<file path="src/rtl/spi_xfer_pkg.sv">
package spi_xfer_pkg;
  localparam logic [1:0] ADDR_CTRL = 2'd0;
  localparam logic [1:0] ADDR_STAT = 2'd1;
  localparam logic [1:0] ADDR_DATA = 2'd2;

  // Sequencer phases; encoding fixed by the design
  typedef enum logic [1:0] {
    PH_BYTE = 2'd0,
    PH_BIT  = 2'd1,
    PH_MID  = 2'd2
  } phase_e;

  typedef struct packed {
    logic [1:0] rate;
    logic       intEn;
    logic       cpol;
    logic       cpha;
  } cfg_t;

  // Strobes from control to datapath
  typedef struct packed {
    logic idle;
    logic load;
    logic firstTick;
    logic sample;
    logic shift;
    logic finish;
  } strobe_t;
endpackage

</file>
<file path="src/rtl/spi_xfer_ctrl.sv">
module spi_xfer_ctrl
  import spi_xfer_pkg::*;
#(
  parameter int DATA_W = 8,
  parameter int DIV_W  = 5
) (
  input  logic              clk,
  input  logic              rstN,
  input  logic              busSel,
  input  logic              busWrite,
  input  logic [1:0]        busAddr,
  input  logic [DATA_W-1:0] busWdata,
  output cfg_t              cfg,
  output strobe_t           stb,
  output logic              busy,
  output logic              doneFlag,
  output logic              colFlag
);
  localparam int CNT_W = $clog2(DATA_W) + 2;

  logic                    dataAcc, dataWr, statRd, ctrlWr, tick;
  logic [DIV_W-1:0]        divCnt, divLast;
  logic signed [CNT_W-1:0] bitCnt;
  phase_e                  phase;
  logic                    armDone, armCol;

  assign dataAcc = busSel && (busAddr == ADDR_DATA);
  assign dataWr  = dataAcc && busWrite;
  assign statRd  = busSel && !busWrite && (busAddr == ADDR_STAT);
  assign ctrlWr  = busSel && busWrite && (busAddr == ADDR_CTRL);

  always_comb begin
    unique case (cfg.rate)
      2'd0:    divLast = DIV_W'(1);
      2'd1:    divLast = DIV_W'(3);
      2'd2:    divLast = DIV_W'(15);
      default: divLast = DIV_W'(31);
    endcase
  end

  assign tick = busy && (divCnt == divLast);

  always_comb begin
    stb.load      = dataWr && !busy;
    stb.idle      = !busy && !stb.load;
    stb.firstTick = tick && (phase == PH_BYTE);
    stb.sample    = tick && (phase == PH_BIT);
    stb.shift     = tick && (phase == PH_MID);
    stb.finish    = stb.shift && (bitCnt < 0);
  end

  always_ff @(posedge clk or negedge rstN) begin
    if (!rstN) begin
      cfg <= '0;
    end else if (ctrlWr) begin
      cfg <= cfg_t'(busWdata[4:0]);
    end
  end

  always_ff @(posedge clk or negedge rstN) begin
    if (!rstN) begin
      busy   <= 1'b0;
      phase  <= PH_BYTE;
      divCnt <= '0;
      bitCnt <= '0;
    end else if (stb.load) begin
      busy   <= 1'b1;
      phase  <= PH_BYTE;
      divCnt <= '0;
    end else if (busy) begin
      divCnt <= tick ? '0 : divCnt + DIV_W'(1);
      if (tick) begin
        unique case (phase)
          PH_BYTE: begin
            bitCnt <= CNT_W'(DATA_W - 1);
            phase  <= PH_BIT;
          end
          PH_BIT: begin
            bitCnt <= bitCnt - CNT_W'(1);
            phase  <= PH_MID;
          end
          default: begin
            phase <= PH_BIT;
            if (bitCnt < 0) busy <= 1'b0;
          end
        endcase
      end
    end
  end

  always_ff @(posedge clk or negedge rstN) begin
    if (!rstN) begin
      doneFlag <= 1'b0;
      colFlag  <= 1'b0;
      armDone  <= 1'b0;
      armCol   <= 1'b0;
    end else begin
      doneFlag <= (doneFlag && !(dataAcc && armDone)) || stb.finish;
      colFlag  <= (colFlag && !(dataAcc && armCol)) || (dataWr && busy);
      if (statRd) begin
        armDone <= doneFlag;
        armCol  <= colFlag;
      end else if (dataAcc) begin
        armDone <= 1'b0;
        armCol  <= 1'b0;
      end
    end
  end
endmodule

</file>
<file path="src/rtl/spi_xfer_dp.sv">
module spi_xfer_dp
  import spi_xfer_pkg::*;
#(
  parameter int DATA_W = 8
) (
  input  logic              clk,
  input  logic              rstN,
  input  strobe_t           stb,
  input  cfg_t              cfg,
  input  logic [DATA_W-1:0] busWdata,
  input  logic              miso,
  output logic              mosi,
  output logic              sck,
  output logic [DATA_W-1:0] rxData
);
  logic [DATA_W-1:0] txShift, rxShift;
  logic              clkLvl;

  assign mosi = txShift[DATA_W-1];

  always_ff @(posedge clk or negedge rstN) begin
    if (!rstN) begin
      txShift <= '0;
      rxShift <= '0;
      rxData  <= '0;
      clkLvl  <= 1'b0;
      sck     <= 1'b0;
    end else begin
      if (stb.load) begin
        txShift <= busWdata;
        // phase 0: pre-toggle so edges land mid-bit
        clkLvl  <= cfg.cpha ? cfg.cpol : !cfg.cpol;
      end else if (stb.idle) begin
        sck <= cfg.cpol;
      end else if (stb.firstTick) begin
        sck <= !clkLvl;
      end else if (stb.sample) begin
        rxShift <= {rxShift[DATA_W-2:0], miso};
        clkLvl  <= !clkLvl;
        sck     <= !clkLvl;
      end else if (stb.shift) begin
        txShift <= {txShift[DATA_W-2:0], 1'b0};
        clkLvl  <= !clkLvl;
        sck     <= stb.finish ? cfg.cpol : !clkLvl;
      end
      if (stb.finish) rxData <= rxShift;
    end
  end
endmodule

</file>
<file path="src/rtl/spi_xfer_master.sv">
module spi_xfer_master
  import spi_xfer_pkg::*;
#(
  parameter int DATA_W = 8,
  parameter int DIV_W  = 5
) (
  input  logic              clk,
  input  logic              rstN,
  input  logic              busSel,
  input  logic              busWrite,
  input  logic [1:0]        busAddr,
  input  logic [DATA_W-1:0] busWdata,
  output logic [DATA_W-1:0] busRdata,
  output logic              sck,
  output logic              mosi,
  input  logic              miso,
  output logic              irq
);
  cfg_t              cfg;
  strobe_t           stb;
  logic              busy, doneFlag, colFlag;
  logic [DATA_W-1:0] rxData;

  spi_xfer_ctrl #(.DATA_W(DATA_W), .DIV_W(DIV_W)) ctrl_i (
    .clk(clk), .rstN(rstN), .busSel(busSel), .busWrite(busWrite),
    .busAddr(busAddr), .busWdata(busWdata), .cfg(cfg), .stb(stb),
    .busy(busy), .doneFlag(doneFlag), .colFlag(colFlag)
  );

  spi_xfer_dp #(.DATA_W(DATA_W)) dp_i (
    .clk(clk), .rstN(rstN), .stb(stb), .cfg(cfg), .busWdata(busWdata),
    .miso(miso), .mosi(mosi), .sck(sck), .rxData(rxData)
  );

  assign irq = doneFlag && cfg.intEn;

  always_comb begin
    busRdata = '0;
    if (busSel && !busWrite) begin
      unique case (busAddr)
        ADDR_CTRL: busRdata = DATA_W'(cfg);
        ADDR_STAT: busRdata = DATA_W'({doneFlag, colFlag, 5'b0, busy});
        ADDR_DATA: busRdata = rxData;
        default:   busRdata = '0;
      endcase
    end
  end
endmodule

</file>
<file path="config.mk">
export PLATFORM = sky130hd
export DESIGN_NAME = spi_xfer_master
export DESIGN_NICKNAME = d
export VERILOG_FILES = /design/src/rtl/spi_xfer_pkg.sv /design/src/rtl/spi_xfer_ctrl.sv /design/src/rtl/spi_xfer_dp.sv /design/src/rtl/spi_xfer_master.sv
export SDC_FILE = /design/constraint.sdc
export NUM_CORES = 1
export LEC_CHECK = 0
export BUFFER_PORTS_ARGS = -buffer_cell sky130_fd_sc_hd__buf_2
export CORE_MARGIN = 2
export CORE_UTILIZATION = 31
export DETAILED_ROUTE_END_ITERATION = 8
export SLEW_MARGIN = 20
export SYNTH_ARGS = -nofsm -noshare
export SYNTH_HDL_FRONTEND = slang
export SYNTH_HIERARCHICAL = 1
export SYNTH_SLANG_ARGS = --single-unit
</file>
<file path="constraint.sdc">
create_clock -name clk -period 2.3 [get_ports clk]
set_input_delay 0.23 -clock clk [delete_from_list [all_inputs] [get_ports clk]]
set_output_delay 0.23 -clock clk [all_outputs]
set_load 0.01 [all_outputs]
</file>
Yosys cells after proc, flatten, opt, wreduce, memory -nomap -nowiden:

Cells that the tools add are included.

* multipliers: 0
* magnitude comparators: 1
* equality and inequality tests: 10
* reductions and logical operators: 45
* divide/modulo/power cells: 0
* $add $sub $neg: 2
* bitwise operators: 3
* multiplexer cells: 35
* shift-type cells: 0

Operators with widths (number)
* 8-bit 2-to-1 mux: 6
* 8-bit case mux with 3 select lines: 1
* 1-bit logical AND: 19
* 1-bit 2-to-1 mux: 19
* 5-bit 2-to-1 mux: 3
* 5-bit case mux with 3 select lines: 1
* 4-bit AND reduction: 3
* 5-bit case mux with 2 select lines: 1
* 2-bit nonzero test: 5
* 2-bit 2-to-1 mux: 4
* 1-bit zero test: 7
* 2-bit by 1-bit == test with 1-bit output, second input constant: 3
* 2-bit == test, second input constant: 3
* 2-bit zero test: 3
* 5-bit by 1-bit adder with 5-bit output, second input constant: 1
* 5-bit == test: 1
* 5-bit by 1-bit < comparator with 1-bit output, second input constant: 1
* 5-bit by 2-bit subtractor with 5-bit output, second input constant: 1
* 2-bit by 1-bit inequality test with 1-bit output, second input constant: 2
* 2-bit AND reduction: 2
* 4-bit nonzero test: 1
* 1-bit inverter: 3
* 3-bit AND reduction: 1
* 3-bit nonzero test: 1
* other kinds (3): 4

* bits in registers: 48
* logic and storage cells: 113
* bits of input ports: 15
* memories: 0
* memory bits (read-only): 0
* output and inout port bits: 11
* latch bits: 0
* bits in writable memories: 0

Logic depth before layout (Yosys ltp):

Gate-level depths: netlist of the first run.

* depth after elaboration: 11
* depth in mapped cells: 8
* depth with buffers taken out: 7

Modules after synthesis:

Netlist of the first run, hierarchy kept.

By module, submodules not included
* spi_xfer_ctrl: area an instance 1157.4 µm², cells each 105, instances 1, sequential area each 550.5 µm²
* spi_xfer_dp: area an instance 1116.1 µm², cells each 85, instances 1, sequential area each 650.6 µm²
* spi_xfer_master: area an instance 175.2 µm², cells each 24, instances 1, sequential area each 0.0 µm²

Least setup slack after synthesis of the first run:

Ideal clock, no wire load.

* path type: register -> register
* start point: register ctrl_i.divCnt[2]
* end point: register dp_i.rxShift[0]
* clock period less this slack: 2544 ps
* library setup time: 125 ps
* data required time: 2175 ps
* slack: -244 ps
* arrival: 2419 ps
* buffers on the path: 0
* stages on the path, launching flop included: 6
* cells stage by stage: dfrtp_1 or4_4 o22a_4 nor4_4 nor4b_4 mux2_2

RTL lines
* start, declared: line spi_xfer_ctrl.sv:22 `logic [DIV_W-1:0] divCnt, divLast;`
* start signal, assigned: line spi_xfer_ctrl.sv:71 `divCnt <= tick ? '0 : divCnt + DIV_W'(1);`
* end signal, assigned: line spi_xfer_dp.sv:38 `rxShift <= {rxShift[DATA_W-2:0], miso};`
* end, declared: line spi_xfer_dp.sv:16 `logic [DATA_W-1:0] txShift, rxShift;`

==> flow_summary.ini, run 1 <==
[final_layout]
drive_gt1_frac = 0.3764
syn2layout_area_growth_pct = 24.68
multiInputGateArea_mm2 = 0.001244
final_nets = 280
fillers = 755
design_area_mm2 = 0.003053
n_antenna_cell = 0
seqCellArea_mm2 = 0.001202

[worst_hold_path]
hp-class = input port to flop
hold_depth = 3
min_from = busWdata[6]
holdPathEnd = dp_i/txShift[6]

[worst_setup_path]
crit_path_max_fanout = 8
reg2reg_from = ctrl_i/divCnt[2]
start_kind = flop
slowest_stage = or4_4
cp_data_arrival_time_ps = 2470
end_kind = flop
rr_worst_depth = 6
critical_path_class = flop to flop
cp.required_ps = 2490
max_stage_delay_ps = 550
rrSetupSlack_ps = 30
rr_endpoint = dp_i/rxShift[5]
worstPathCellList = or4_4, o22a_4, nor4_4, nor4b_4, buf_6, mux2_2

[die]
start_util = 0.3185
die-area_mm2 = 0.008626
die_height_um = 92.88
design.core.area_mm2 = 0.007687
placementRows = 32
die_w_um = 92.88
boundaryPins = 26

[synth]
syn_inst = 214
synth_top_area_share = 0.4905
synth.most_common_cell = dfrtp_1
synthTopCellsByCount = dfrtp_1, mux2_2, nand2_1, nor2_1, mux2i_1
synth_edf_count = 0
synthArstFlopShare = 1.000
syn_avg_cell_area_um2 = 11.44
synth_top_area_cell = dfrtp_1
ys_types = 50
seq_area_frac_synth = 0.4905
synth_seq_cells = 48
ys.flop_type = dfrtp_1
syn-cell-area_mm2 = 0.002449
synthTopCellsByArea = dfrtp_1, mux2_2, mux2i_1, nand2_1, o21ai_0
syn_nets = 231
yosys_warnings = 6

[placement]
place_congestion = 0.7775
dpl.hpwl_mm = 3.643
numPortBuffers = 25
dp_slack_ps = 21.46
post_dp_cell_area_mm2 = 0.002824

[power_and_ir_drop]
clkPwrFrac = 0.220
peakVddDrop_v = 0.0003750
p_per_area_mw_per_mm2 = 1051
p_int_uw = 2122
p_leak_uw = 0.001333
pwr-share-seq = 0.431
p_total_uw = 3208
power_frac_comb = 0.349
power.net_switching_uw = 1086
p_sw_frac = 0.3386

[sta]
hold_viol_final = 0
worst_slew_pin_slew_ps = 759.2
fmax_ghz = 0.4396
max_slew_margin = 0.4939
rsz0062_at_grt = yes
fin_crit_ps = 2275
fin_crit_sh = 0.9890
slew_viol_final = 0
setup_violations = 0
timing.final.ws_setup_ps = 25.20
setup_tns_ps = 0
skew_ps = 4.669
whs_ps = 132.2

[clock_tree]
cts_inserted_buffers = 5
path_clk_slew_ps = 90
clock-sinks = 48
ctsLongestPathBuffers = 2
cts_tree = done
root_buffer = clkbuf_8
insertion_delay_ps = 300
cts-htree-levels = 2

[drt]
wirelength_mm = 5.086
routed.top_layer = met4
met3_length_um = 171
dr_total_vias = 1783
ant_nets = 0
drt_iter0_markers = 92
vias_per_cell = 4.885
wl_per_cell_um = 13.93
drc = 0
dr_wl_met2_mm = 2.402
routedLengthMet1_mm = 2.469
first_pass_iters = 4

[global_routing]
grt_pass1_vias = 1805
antenna_found_initial = 0
grt_overflow = 0
grt_pass1_wl_mm = 8.852
grt_usage = 0.1283
grt_max_degree = 49

[flow_run]
maxCapViolCount = 0

[status]
status = finished, final reports clean
## cell type report
class,instances,area share
multi-input cells,153,0.4074
flip-flops and latches,48,0.3939
repair buffers,49,0.1074
well taps,102,0.04180
clock buffers,5,0.02254
clock inverters,2,0.01967
inverters,6,0.007377
## cell families (layout without fill, tap and decap cells)
logic type / count (synthesis) / in the layout / share of synthesized area
and+or+nand+nor: 69 / 69 / 0.1702
DFF: 48 / 48 / 0.4905
AOI/OAI and AO/OA: 43 / 43 / 0.1318
muxes: 35 / 35 / 0.1548
buffers and inverters: 13 / 62 / 0.02810
xor gates and xnor gates: 4 / 4 / 0.01431
adders and majority gates: 2 / 2 / 0.01022
## power groups by stage
stage,Combinational [uW],Clock (uW),Sequential [uW]
6_report,1120,706,1380
5_1_grt,1250,765,1430
4_1_cts,1070,726,1370
3_5_place_dp,1060,0,1380
3_3_place_gp,1030,0,1380
2_1_floorplan,749,0,1310
## flip-flops by register name (all words and copies together), names as in the netlist
signal           cells
dp_i/rxData          8
dp_i/rxShift         8
dp_i/txShift         8
ctrl_i/bitCnt        5
ctrl_i/cfg           5
ctrl_i/divCnt        5
ctrl_i/phase         2
ctrl_i/armCol        1
ctrl_i/armDone       1
ctrl_i/busy          1
ctrl_i/colFlag       1
ctrl_i/doneFlag      1
dp_i/clkLvl          1
dp_i/sck             1
## worst max path at each step
stage,cells after the start,end,startpoint
2_1_floorplan,5,dp_i/rxShift[0],ctrl_i/divCnt[2]
3_3_place_gp,7,dp_i/rxData[2],ctrl_i/divCnt[2]
3_5_place_dp,7,dp_i/rxData[5],ctrl_i/divCnt[2]
4_1_cts,6,dp_i/rxShift[6],ctrl_i/divCnt[2]
5_1_grt,9,dp_i/sck,ctrl_i/divCnt[2]
6_report,6,dp_i/rxShift[5],ctrl_i/divCnt[2]
## routing by layer
metal  global-route usage  up-vias
met5                    0        -
met4              0.04412        0
met3              0.03173        4
met2               0.1950       29
met1               0.1781      870
li1                     -      880
## worst max-delay path, delay by kind of cell (launching register included)
family,cells,cell delay [ps]
and+or+nand+nor,3,980
DFF,1,380
muxes,1,340
AOI/OAI and AO/OA,1,280
buffers and inverters,1,190
## cell usage in the layout, fill, tap and decap left out, types with 3 or more instances in the layout
| cell | count |
|---|---|
| nor2b_1 | 3 |
| nor2_1 | 12 |
| a21oi_1 | 4 |
| o21ai_0 | 8 |
| o21ai_1 | 3 |
| dfrtp_1 | 47 |
| buf_2 | 25 |
| a22o_1 | 6 |
| inv_1 | 6 |
| clkbuf_8 | 5 |
| nand2_1 | 21 |
| a31oi_1 | 3 |
| or4_1 | 3 |
| mux2_4 | 5 |
| mux2_2 | 18 |
| mux2i_1 | 12 |
| o31ai_1 | 4 |
| buf_4 | 20 |
| nand3_1 | 4 |
| a211oi_1 | 3 |
## metrics by stage
stage                     std cells  utilization
after CTS                       362       0.3867
after detailed placement        354       0.3674
after global placement          354       0.3674
after floorplan                 214            -
after global routing            365       0.3971
final                           365       0.3971
## repair_timing
item / in CTS / in global routing
buffers inserted: 0 / 3
setup endpoints to repair: 5 / 25
hold endpoints to repair: 48 / 0
hold buffers: 1 / 0
gates resized for setup: 2 / 16
Note: power is estimated with default switching activity, not from simulation.
==> inputs of run 2 (changes only) <==
--- a/config.mk
+++ b/config.mk
@@ -5,10 +5,10 @@
 export SDC_FILE = /design/constraint.sdc
 export NUM_CORES = 1
 export LEC_CHECK = 0
-export BUFFER_PORTS_ARGS = -buffer_cell sky130_fd_sc_hd__buf_2
 export CORE_MARGIN = 2
 export CORE_UTILIZATION = 31
 export DETAILED_ROUTE_END_ITERATION = 8
+export DONT_BUFFER_PORTS = 1
 export SLEW_MARGIN = 20
 export SYNTH_ARGS = -nofsm -noshare
 export SYNTH_HDL_FRONTEND = slang
==> run 2 against run 1 <==
Net effect: the run now ends with negative setup slack left; combinational power increased by 5%; power increased by 2.9%; sequential share of layout area increased by 0.45 points; critical endpoint is now dp_i/sck; highest routed layer unchanged.
==> flow_summary.ini, run 2 (synthesis gave the netlist of run 1 again) <==
[clock_tree]
cts-htree-levels = 2
root_buffer = clkbuf_8
cts_inserted_buffers = 5
insertion_delay_ps = 300
clock-sinks = 48
path_clk_slew_ps = 90
cts_tree = done
ctsLongestPathBuffers = 2

[global_routing]
grt_util_met1 = 0.1821
antenna_found_initial = 0
use_met3 = 0.02766
grt_overflow = 0
use_met2 = 0.2041
grt-busiest-layer = met2
grt_pass1_vias = 1718
grt_pass1_wl_mm = 8.866
grt_usage = 0.1297
grt_max_degree = 49

[worst_setup_path]
slowest_stage = or4_4
worstPathCellList = or4_4, o22a_4, nor4_4, buf_4, buf_4, nor3b_2, o21ai_0, a41oi_2
path_buf_inv = 2
start_kind = flop
crit_path_max_fanout = 5
max_stage_delay_ps = 580
cpLargestDelayFamily = simple AND/OR/NAND/NOR gates
end_kind = flop
cp_data_arrival_time_ps = 2500
cp.required_ps = 2460
reg2reg_from = ctrl_i/divCnt[2]
crit_top_cell = buf_4
crit_path_start = ctrl_i/divCnt[2]
critical_path_class = flop to flop

[sta]
max_slew_margin = 0.6532
skew_ps = 4.325
fin_crit_ps = 2335
fin_crit_sh = 1.015
setup_violations = 10
worst_slew_pin_slew_ps = 517.1
slew_viol_final = 0
hold_viol_final = 0
whs_ps = 51.92
fmax_ghz = 0.4282
timing.final.ws_setup_ps = -35.33
rsz0062_at_grt = yes

[worst_hold_path]
hp-class = input port to flop
min_from = busWdata[7]

[placement]
numPortBuffers = 0
post_dp_cell_area_mm2 = 0.002656
dpl.hpwl_mm = 3.580
place_congestion = 0.7693

[drt]
ant_nets = 0
drc = 0
drt_iter0_markers = 65
wirelength_mm = 5.329
vias_per_cell = 5.140
wl_per_cell_um = 15.58
dr_total_vias = 1758
first_pass_iters = 4

[die]
die-area_mm2 = 0.008626
die_height_um = 92.88
placementRows = 32
boundaryPins = 26
die_w_um = 92.88
design.core.area_mm2 = 0.007687
start_util = 0.3185

[final_layout]
layout_commonest_cell = dfrtp_1
design_area_mm2 = 0.003022
syn2layout_area_growth_pct = 23.40
n_antenna_cell = 0
top_regs = dp_i/rxData (8), dp_i/rxShift (8), dp_i/txShift (8)
final_nets = 257
mostFrequentLayoutCells = dfrtp_1, nand2_1, buf_4
drive_gt1_frac = 0.3333

[flow_run]
maxCapViolCount = 0

[power_and_ir_drop]
p_leak_uw = 0.001260
p_per_area_mw_per_mm2 = 1093
peakVddDrop_v = 0.0004847
p_total_uw = 3302

[status]
status = complete, but fails checks
violations = negative setup slack
-- run 2: per-layer routing --
layer  vias to the layer above  share of wire
li1                        834              -
met5                         -              0
met2                        26           0.48
met1                       892           0.48
met3                         6          0.032
met4                         0         0.0096
-- run 2: final cells by class --
| type | count | area [um2] |
|---|---|---|
| clock buffer | 5 | 68.82 |
| clock inverter | 2 | 60.06 |
| fill | 773 | 4666 |
| inverter | 6 | 22.52 |
| multi-input combinational | 153 | 1306 |
| sequential | 48 | 1204 |
| tap | 102 | 127.6 |
| timing repair buffer | 26 | 232.7 |
-- run 2: final timing paths --
check / endpoint / slack [ps] / cells past startpoint
worst max-delay path: dp_i/sck / -40 / 8
worst min-delay path: dp_i/txShift[7] / 50 / 2
worst max register to register: dp_i/sck / -40 / 8
worst min register to register: dp_i/rxData[4] / 520 / 1
max in group asynchronous: ctrl_i/divCnt[4] / 1640 / 2
min in group asynchronous: dp_i/rxShift[3] / 440 / 2
-- run 2: what timing repair did --
item | CTS | global route
hold endpoints to repair | 48 | 0
endpoints found under the setup margin | 14 | 25
pin swaps | 0 | 8
resized for setup | 4 | 32
buffers inserted | 2 | 6
hold buffers | 2 | 0
-- run 2: stage by stage --
stage          TNS [ps]    util  setup slack (ps)  instances
2_1_floorplan     -1948       -            -169.2        214
3_3_place_gp     -227.9  0.3455            -31.25        325
3_5_place_dp     -82.88  0.3455            -16.53        325
4_1_cts               0  0.3713            0.2722        336
5_1_grt           -1495  0.3931            -124.1        342
6_report         -206.2  0.3931            -35.33        342
-- run 2: worst reg2reg max path, delay by kind of cell (launching register included) --
| family | cells | cell delay [ps] |
|---|---|---|
| simple gates | 3 | 820 |
| compound gates | 3 | 670 |
| flops | 1 | 400 |
| buf+inv | 2 | 320 |
-- run 2: power breakdown --
| group | total (uW) | switching, uW | internal, uW | leakage [uW] |
|---|---|---|---|---|
| clock network | 707 | 279 | 428 | 0.0000642 |
| registers | 1410 | 302 | 1110 | 0.000605 |
| logic | 1180 | 560 | 623 | 0.000591 |
| total | 3300 | 1140 | 2160 | 0.00126 |
==> inputs of run 3 (changes only) <==
--- a/config.mk
+++ b/config.mk
@@ -9,7 +9,8 @@
 export CORE_UTILIZATION = 31
 export DETAILED_ROUTE_END_ITERATION = 8
 export DONT_BUFFER_PORTS = 1
-export SLEW_MARGIN = 20
+export RECOVER_POWER = 50
+export SLEW_MARGIN = 10
 export SYNTH_ARGS = -nofsm -noshare
 export SYNTH_HDL_FRONTEND = slang
 export SYNTH_HIERARCHICAL = 1
==> run 3 against run 2 <==
Net effect: the run still ends with negative setup slack left; cell area decreased by 0.75%; worst setup slack better by 15 ps; cell count unchanged; clock-buffer cell count stayed put; register-to-register slack improved by 20 ps; clock skew about the same; utilization fell by 0.29 points; die area stayed put; power down 0.13%; first-iteration DRC count shrank 4.6%; critical path type unchanged.
==> flow_summary.ini, run 3 (synthesis gave the netlist of run 1 again) <==
[sta]
timing.final.ws_setup_ps = -20.05
fmax_ghz = 0.4310
rsz0062_at_grt = yes
hold_viol_final = 0
slew_viol_final = 0
fin_crit_ps = 2320
fin_crit_sh = 1.009
max_slew_margin = 0.2020
skew_ps = 3.832
worst_slew_pin_slew_ps = 1197
setup_violations = 9
setup_tns_ps = -76.85

[drt]
dr_total_vias = 1755
ant_nets = 0
wl_per_cell_um = 15.65
drc = 0
wirelength_mm = 5.352
first_pass_iters = 4
vias_per_cell = 5.132
drt_iter0_markers = 62

[power_and_ir_drop]
p_per_area_mw_per_mm2 = 1099
p_total_uw = 3297
p_leak_uw = 0.001252
peakVddDrop_v = 0.0004833

[placement]
place_congestion = 0.7693
placed_cells = 325
dpl.hpwl_mm = 3.580
numPortBuffers = 0

[final_layout]
fillers = 776
top_regs = dp_i/rxData (8), dp_i/rxShift (8), dp_i/txShift (8)
final_nets = 257
fin_cells = 342
syn2layout_area_growth_pct = 22.48
utilization = 0.3901
mostFrequentLayoutCells = dfrtp_1, nand2_1, buf_4
drive_gt1_frac = 0.3333
n_antenna_cell = 0
layout_commonest_cell = dfrtp_1

[global_routing]
grt_pass1_wl_mm = 8.866
grt_overflow = 0
grt_max_degree = 49
grt_pass1_vias = 1718
antenna_found_initial = 0
grt_usage = 0.1297

[clock_tree]
ctsLongestPathBuffers = 2
path_clk_slew_ps = 90
cts_tree = done
cts_inserted_buffers = 5
clock-sinks = 48
cts-htree-levels = 2
root_buffer = clkbuf_8
insertion_delay_ps = 300

[die]
die_height_um = 92.88
start_util = 0.3185
design.core.area_mm2 = 0.007687
boundaryPins = 26
die_w_um = 92.88
placementRows = 32
die-area_mm2 = 0.008626

[worst_hold_path]
hp-class = input port to flop

[flow_run]
maxCapViolCount = 0

[worst_setup_path]
critical_path_class = flop to flop
start_kind = flop
crit_path_max_fanout = 5
cp_data_arrival_time_ps = 2540
cp.required_ps = 2520
end_kind = flop

[status]
status = complete, but fails checks
violations = negative setup slack
run 3: cell count changes in the layout (fill, tap and decap cells not counted):
cell and delta:
buf_16 -1, clkbuf_2 +1
run 3: routing by layer:
metal | share of wire | track usage | routed length (um) | vias to the layer above
met2 | 0.48 | 0.2041 | 2562 | 24
met1 | 0.48 | 0.1821 | 2582 | 889
li1 | - | - | - | 836
met3 | 0.029 | 0.02766 | 155 | 6
met4 | 0.0097 | 0.03309 | 52 | 0
met5 | 0 | 0 | 0 | -
run 3: repair_timing:
action | in CTS | in global routing
buffers inserted | 2 | 6
setup endpoints to repair | 14 | 25
hold endpoints to repair | 48 | 0
pin swaps | 0 | 8
hold buffers | 2 | 0
gates resized for setup | 4 | 32
run 3: layout make-up:
| type | count | area (um2) | area share |
|---|---|---|---|
| flip-flops and latches | 48 | 1204 | 0.4013 |
| well taps | 102 | 127.6 | 0.04255 |
| clock inverters | 2 | 60.06 | 0.02003 |
| multi-input cells | 153 | 1306 | 0.4355 |
| repair buffers | 26 | 210.2 | 0.07009 |
| clock buffers | 5 | 68.82 | 0.02295 |
| inverters | 6 | 22.52 | 0.007509 |
run 3: power breakdown:
part	switching, uW	internal (uW)	total [uW]
Clock	277	428	705
Sequential	303	1110	1410
Combinational	561	618	1180
Total	1140	2160	3300
run 3: worst max-delay path, stage by stage, from the launching register on:
cell and delay, ps:
dfrtp_1 400, or4_4 580, o22a_4 270, nor4_4 190, buf_4 200, buf_4 110, nor3b_2 30, or3_1 330
a41oi_2 130
run 3: path summary, 6_finish.rpt:
check,start,to,slack (ps),cells past startpoint
setup reg to reg,ctrl_i/divCnt[2],dp_i/sck,-20,8
max in group asynchronous,rstN,ctrl_i/divCnt[4],770,2
setup / recovery,ctrl_i/divCnt[2],dp_i/sck,-20,8
hold reg to reg,dp_i/rxData[4],dp_i/rxData[4],520,1
min in group asynchronous,rstN,dp_i/rxShift[3],720,2
hold / removal,busWdata[7],dp_i/txShift[7],50,2
run 3: through the flow:
step,instance area [um2],setup WS [ps],hold slack (ps)
after CTS,2854,0.2722,39.28
after detailed placement,2656,-16.53,-64.56
after floorplan,2449,-169.2,-65.59
after global placement,2656,-31.25,-64.39
final,2999,-20.05,52.68
after global routing,2999,-124.1,42.92
